### src/rtl/spwm_pkg.sv
package spwm_pkg;

    // Pair of boost phases: charging and non-charging.
    typedef struct packed {
        logic chg;
        logic dis;
    } phase_pair_t;

    // Registered drive bundle for the three switches.
    typedef struct packed {
        logic boost;
        logic pos;
        logic neg;
    } drive_t;

    // Which half of the inverter output the loop is asking for.
    typedef enum logic [1:0] {
        LEG_IDLE = 2'd0,
        LEG_POS  = 2'd1,
        LEG_NEG  = 2'd2
    } leg_dir_e;

    localparam drive_t DRIVE_OFF = '{boost: 1'b0, pos: 1'b0, neg: 1'b0};

endpackage

### src/rtl/spwm_ramp.sv
module spwm_ramp #(
    parameter int CNT_W = 8
) (
    input  logic             clk,
    input  logic             rst,
    input  logic [CNT_W-1:0] duty_in,
    input  logic [CNT_W-1:0] ref_in,
    input  logic [CNT_W-1:0] fb_in,
    output logic [CNT_W-1:0] ramp,
    output logic [CNT_W-1:0] duty_q,
    output logic [CNT_W-1:0] ref_q,
    output logic [CNT_W-1:0] fb_q
);
    localparam logic [CNT_W-1:0] RAMP_TOP = '1;
    localparam logic [CNT_W-1:0] MID_SCALE = CNT_W'(1) << (CNT_W - 1);
    localparam logic [CNT_W-1:0] STEP = CNT_W'(1);

    logic [CNT_W-1:0] ramp_q;
    logic             at_wrap;

    assign at_wrap = (ramp_q == RAMP_TOP);
    assign ramp    = ramp_q;

    always_ff @(posedge clk) begin
        if (rst) begin
            ramp_q <= '0;
            duty_q <= '0;
            ref_q  <= MID_SCALE;
            fb_q   <= MID_SCALE;
        end else begin
            ramp_q <= ramp_q + STEP;
            if (at_wrap) begin
                duty_q <= duty_in;
                ref_q  <= ref_in;
                fb_q   <= fb_in;
            end
        end
    end

    // ramp advances by one every clock and wraps modulo 2^CNT_W
    p_ramp_step_r1: assert property (@(posedge clk) disable iff (rst)
        1'b1 |=> (ramp_q == $past(ramp_q) + STEP));

    // captured words only move on the wrap clock
    p_hold_words_r9: assert property (@(posedge clk) disable iff (rst)
        !at_wrap |=> ($stable(duty_q) && $stable(ref_q) && $stable(fb_q)));

endmodule

### src/rtl/spwm_phase.sv
module spwm_phase
    import spwm_pkg::*;
#(
    parameter int CNT_W  = 8,
    parameter int DEAD_W = 4
) (
    input  logic              clk,
    input  logic              rst,
    input  logic [CNT_W-1:0]  ramp,
    input  logic [CNT_W-1:0]  duty_q,
    input  logic [DEAD_W-1:0] dead,
    output phase_pair_t       ph
);
    localparam logic [DEAD_W-1:0] AGE_SAT = '1;
    localparam logic [DEAD_W-1:0] AGE_ONE = DEAD_W'(1);

    logic              base_clk;
    logic              base_prev_q;
    logic [DEAD_W-1:0] age_q;
    logic [DEAD_W-1:0] age_now;
    logic              settled;

    // Strict compare: equality gives low.
    assign base_clk = (duty_q > ramp);

    // Age of the current base-clock level, saturating.
    always_comb begin
        if (base_clk != base_prev_q) begin
            age_now = '0;
        end else if (age_q == AGE_SAT) begin
            age_now = AGE_SAT;
        end else begin
            age_now = age_q + AGE_ONE;
        end
    end

    assign settled = (age_now >= dead);

    always_ff @(posedge clk) begin
        if (rst) begin
            base_prev_q <= 1'b0;
            age_q       <= AGE_SAT;
        end else begin
            base_prev_q <= base_clk;
            age_q       <= age_now;
        end
    end

    assign ph.chg = base_clk & settled;
    assign ph.dis = ~base_clk & settled;

endmodule

### src/rtl/spwm_leg.sv
module spwm_leg
    import spwm_pkg::*;
#(
    parameter int CNT_W = 8
) (
    input  logic [CNT_W-1:0] ramp,
    input  logic [CNT_W-1:0] ref_q,
    input  logic [CNT_W-1:0] fb_q,
    input  logic             dis_phase,
    output logic             pos_drv,
    output logic             neg_drv
);
    logic     ref_over_ramp;
    logic     ramp_over_fb;
    logic     fb_over_ramp;
    logic     pos_window;
    logic     neg_window;
    logic     pos_req;
    logic     neg_req;
    leg_dir_e dir;

    // Paired ramp comparisons, ties resolve low.
    assign ref_over_ramp = (ref_q > ramp);
    assign ramp_over_fb  = (ramp > fb_q);
    assign fb_over_ramp  = (fb_q > ramp);

    assign pos_window = ref_over_ramp & ramp_over_fb;
    assign neg_window = fb_over_ramp & ref_over_ramp;

    always_comb begin
        if (ref_q > fb_q) begin
            dir = LEG_POS;
        end else if (ref_q < fb_q) begin
            dir = LEG_NEG;
        end else begin
            dir = LEG_IDLE;
        end
    end

    // Only in the non-charging phase, and only on the requested side.
    assign pos_req = dis_phase & pos_window & (dir == LEG_POS);
    assign neg_req = dis_phase & neg_window & (dir == LEG_NEG);

    // Interlock: a simultaneous request releases both sides.
    assign pos_drv = pos_req & ~neg_req;
    assign neg_drv = neg_req & ~pos_req;

endmodule

### src/rtl/spwm_gate_ctrl.sv
module spwm_gate_ctrl
    import spwm_pkg::*;
#(
    parameter int CNT_W  = 8,
    parameter int DEAD_W = 4
) (
    input  logic              clk,
    input  logic              rst,
    input  logic [CNT_W-1:0]  duty_word,
    input  logic [CNT_W-1:0]  ref_word,
    input  logic [CNT_W-1:0]  fb_word,
    input  logic [DEAD_W-1:0] dead_cycles,
    output logic              drv_boost,
    output logic              drv_leg_pos,
    output logic              drv_leg_neg
);
    logic [CNT_W-1:0] ramp;
    logic [CNT_W-1:0] duty_q;
    logic [CNT_W-1:0] ref_q;
    logic [CNT_W-1:0] fb_q;
    phase_pair_t      ph;
    logic             pos_c;
    logic             neg_c;
    drive_t           drive_q;
    logic             dis_q;

    spwm_ramp #(.CNT_W(CNT_W)) u_ramp (
        .clk     (clk),
        .rst     (rst),
        .duty_in (duty_word),
        .ref_in  (ref_word),
        .fb_in   (fb_word),
        .ramp    (ramp),
        .duty_q  (duty_q),
        .ref_q   (ref_q),
        .fb_q    (fb_q)
    );

    spwm_phase #(.CNT_W(CNT_W), .DEAD_W(DEAD_W)) u_phase (
        .clk    (clk),
        .rst    (rst),
        .ramp   (ramp),
        .duty_q (duty_q),
        .dead   (dead_cycles),
        .ph     (ph)
    );

    spwm_leg #(.CNT_W(CNT_W)) u_leg (
        .ramp      (ramp),
        .ref_q     (ref_q),
        .fb_q      (fb_q),
        .dis_phase (ph.dis),
        .pos_drv   (pos_c),
        .neg_drv   (neg_c)
    );

    always_ff @(posedge clk) begin
        if (rst) begin
            drive_q <= DRIVE_OFF;
            dis_q   <= 1'b0;
        end else begin
            drive_q <= '{boost: ph.chg, pos: pos_c, neg: neg_c};
            dis_q   <= ph.dis;
        end
    end

    assign drv_boost   = drive_q.boost;
    assign drv_leg_pos = drive_q.pos;
    assign drv_leg_neg = drive_q.neg;

    // reset clears every drive on the following clock
    p_reset_quiet_r10: assert property (@(posedge clk)
        rst |=> (!drv_boost && !drv_leg_pos && !drv_leg_neg));

    // the two leg drives never overlap
    p_interlock_r7: assert property (@(posedge clk) disable iff (rst)
        !(drv_leg_pos && drv_leg_neg));

    // no leg conduction while the boost switch is charging
    p_no_overlap_r7: assert property (@(posedge clk) disable iff (rst)
        !(drv_boost && (drv_leg_pos || drv_leg_neg)));

    // back-to-back phases only when the dead time is zero
    p_dead_gap_r3: assert property (@(posedge clk) disable iff (rst)
        ((dis_q && $past(drv_boost)) || (drv_boost && $past(dis_q)))
        |-> ($past(dead_cycles) == '0));

endmodule

### config.mk
export PLATFORM = sky130hd
export DESIGN_NAME = spwm_gate_ctrl
export DESIGN_NICKNAME = d
export VERILOG_FILES = /design/src/rtl/spwm_pkg.sv /design/src/rtl/spwm_ramp.sv /design/src/rtl/spwm_phase.sv /design/src/rtl/spwm_leg.sv /design/src/rtl/spwm_gate_ctrl.sv
export SDC_FILE = /design/constraint.sdc
export NUM_CORES = 1
export LEC_CHECK = 0
export ABC_CLOCK_PERIOD_IN_PS = 3000
export CAP_MARGIN = 5
export CORE_UTILIZATION = 51
export CTS_CLUSTER_DIAMETER = 200
export CTS_CLUSTER_SIZE = 40
export DETAILED_ROUTE_END_ITERATION = 12
export PLACE_DENSITY_LB_ADDON = 0.3
export SLEW_MARGIN = 0
export SYNTH_ARGS = -nofsm -noshare
export SYNTH_HDL_FRONTEND = slang
export SYNTH_HIERARCHICAL = 1
export SYNTH_SLANG_ARGS = --single-unit
### constraint.sdc
create_clock -name clk -period 3 [get_ports clk]
set_input_delay 0.6 -clock clk [delete_from_list [all_inputs] [get_ports clk]]
set_output_delay 0.6 -clock clk [all_outputs]
set_load 0.05 [all_outputs]
==> flow_metrics.tcl <==
set metrics [dict create \
    outcome "finished, violations left" \
    violations "setup timing" \
    htree_num_levels 2 \
    r2r.worst_path.cells 16 \
    vias 2187 \
    drv_slew 0 \
    cp.arrival_ns 3.24 \
    async_flop_share_pct 0 \
    finClkSkew_ns 0.007637 \
    wl_met3_um 200 \
    synth.top_cell.area_share_pct 29.44 \
    ys_types 38 \
    yosysSeqAreaShare_pct 29.44 \
    tritoncts "yes" \
    powerDensity_nw_per_um2 407.6 \
    layout-drive-gt1-share_pct 16.03 \
    antenna_found_initial 0 \
    totalWireLength_um 5597 \
    wl_per_cell_um 13.55 \
    setup_tns_ns -0.08369 \
    synth_top_cells_by_area "dfxtp_1 (29%), ha_1 (17%), nand2b_1 (11%), mux2i_1 (9.2%), inv_1 (4.0%)" \
    worstSetupEndpoint "drv_leg_neg" \
    drc 0 \
    die_w_um 75.03 \
    total_power_uw 1388 \
    clk_path_buf_depth 2 \
    yosysWarnings 6 \
    initial_utilization_pct 53.26 \
    place.gp.congestion 0.8421 \
    core_sq_um 5107 \
    synthTopCellsByCount "nand2b_1 (47), dfxtp_1 (40), ha_1 (38)" \
    rsz0062_at_grt "true" \
    syn_area_per_cell_sq_um 9.190 \
    timing.rr.end "drv_leg_neg" \
    netlist_instances 296 \
    synth-seq-cells 40 \
    worstMarginPinSlew_ns 0.5790 \
    synth.most_common_cell "nand2b_1" \
    diodes 0 \
    grt_max_degree 46 \
    drv_cap 0 \
    rr_startpoint "u_ramp/ramp[6]" \
    whs_path_depth 2 \
    portBuffers 32 \
    fmax_ghz 0.3281 \
    dieArea_sq_um 5630 \
    cts_made_buffers 5 \
    grt_pass1_vias 2186 \
    die_h_um 75.03 \
    crit_required_ns 3.19 \
    path_class "reg2reg" \
    worstSkewPairLatency_ns 0.30 \
    dr.first_iter.drc_count 57 \
    ant_nets 0 \
    wl_met2_um 2739 \
    maxUsedRoutingLayer "met4" \
    synthToLayoutAreaGrowth_pct 25.16 \
    dp_slack_ns -0.09615 \
    layout.nets 410 \
    finalHoldViolCount 0 \
    r2r_slack_ns -0.05 \
    syn-cell-area_sq_um 2720 \
    via_per_inst 5.295 \
    setup_viol 2 \
    syn-num-nets 364 \
    fin_crit_ns 3.048 \
    hold_path.startpoint "u_ramp/ref_q[0]" \
    grt.total_usage_pct 22.44 \
    critPathCaptureType "flop" \
    min_period_over_period_pct 101.6 \
    yosysTopAreaCell "dfxtp_1" \
    overflow 0 \
    clock_sinks 40 \
    ctsHoldBuffers 0 \
    dp_hpwl_um 3938 \
    first_pass_iters 4 \
    fin_ws_ns -0.04800 \
    grt_pass1_wl_um 9425 \
    ys.flop_type "dfxtp_1" \
    cp-start-kind "flop" \
    startpoint "u_ramp/ramp[6]" \
    cts.clk_slew.worst_paths_ns 0.08 \
    p_leak_uw 0.001381 \
    relSlewSlack_pct 61.40 \
    cts_root_buffer "clkbuf_8" \
    pin_count 33 \
    num_rows 26 \
    crit_fanout 4 \
    ir_drop_mv 0.2273 \
    hold_path.class "reg2reg" \
    synth_edf_count 0 \
    wl_met1_um 2528 \
]
==> cells by family after synthesis <==
group                    Yosys count  share of synthesized area (%)
AND/OR/NAND/NOR                  111                          25.76
AO/OA/AOI/OAI                     42                          11.18
flip-flops                        40                          29.44
adder cells (fa/ha/maj)           38                          17.48
buffers and inverters             37                          5.980
multiplexers                      25                          9.200
XOR/XNOR                           3                         0.9661
==> report_power, final <==
group | switching (uW) | leakage, uW | internal (uW)
Clock | 192 | 0.0000552 | 247
Sequential | 17.5 | 0.000328 | 552
Combinational | 169 | 0.000998 | 211
Total | 378 | 0.00138 | 1010
==> timing repair <==
item / CTS / global route
pin swaps: 13 / 6
setup buffers: 4 / 1
setup endpoints to repair: 2 / 3
gates resized for setup: 14 / 2
==> worst max-delay path, cell delays in order, from the launching register on <==
cell	delay [ns]
dfxtp_2	0.33
inv_1	0.04
ha_1	0.33
nand4_4	0.15
nor2_4	0.17
a21oi_4	0.07
or4_4	0.53
o21ai_2	0.07
ha_1	0.23
a21o_1	0.17
a21o_1	0.16
a21oi_2	0.17
nor3_2	0.06
o21ai_1	0.09
a21oi_2	0.06
and4bb_1	0.20
nor2b_1	0.12
==> cell type report <==
cell class / count / area, sq um
clock inverters: 2 / 35.03
multi-input cells: 219 / 1838
clock buffers: 6 / 72.57
inverters: 29 / 108.9
flip-flops and latches: 40 / 809.5
well taps: 70 / 87.58
fillers: 425 / 1703
repair buffers: 47 / 452.9
==> through the flow <==
stage / hold WS, ns / area [sq um] / utilization, % / instances
finish: 0.4827 / 3405 / 66.66 / 413
CTS: 0.4805 / 3408 / 66.73 / 415
detailed placement: 0.4665 / 3197 / 62.59 / 403
global placement: 0.4611 / 3197 / 62.59 / 403
global route: 0.5169 / 3405 / 66.66 / 413
floorplan: 0.4487 / 2733 / - / 296
==> sequential cells by signal (all words and copies together) (netlist names) <==
signal / count
u_ramp/ramp: 8
u_ramp/fb_q: 8
u_ramp/duty_q: 8
drv_leg_neg: 1
u_ramp/ref_q: 8
drv_boost: 1
drv_leg_pos: 1
u_phase/age_q: 4
u_phase/base_prev_q: 1
==> worst min path at each step <==
| stage | slack (ns) | end |
|---|---|---|
| 2_1_floorplan | 0.45 | u_ramp/duty_q[0] |
| 3_3_place_gp | 0.46 | u_ramp/ref_q[0] |
| 3_5_place_dp | 0.47 | u_ramp/duty_q[5] |
| 4_1_cts | 0.48 | u_ramp/ref_q[0] |
| 5_1_grt | 0.52 | u_ramp/ref_q[0] |
| 6_report | 0.48 | u_ramp/ref_q[0] |
==> metal layers <==
metal	vias up	track usage, %
li1	1111	-
met1	1017	25.33
met2	45	40.54
met3	14	4.150
met4	0	10.90
met5	-	0
==> placed cells by master (no fill, tap or decap), types with 2 or more instances in the layout <==
cell type and n:
buf_4 12, mux2i_1 25, nor2b_4 2, a21oi_1 13, nand3_1 10, ha_1 35, and4bb_1 2, nand4_1 7
o21ai_0 7, clkbuf_8 5, nor2b_1 6, a21o_1 4, or4_4 2, nand2b_1 46, inv_1 28, a21oi_2 4
dfxtp_2 7, clkdlybuf4s50_1 32, nand4_4 2, o211ai_1 3, nand2_1 6, nor2_1 16, or3_1 3, dfxtp_1 33
ha_4 3, o211ai_2 2, buf_6 2, xor2_1 2
(Power assumes the default switching activity.)
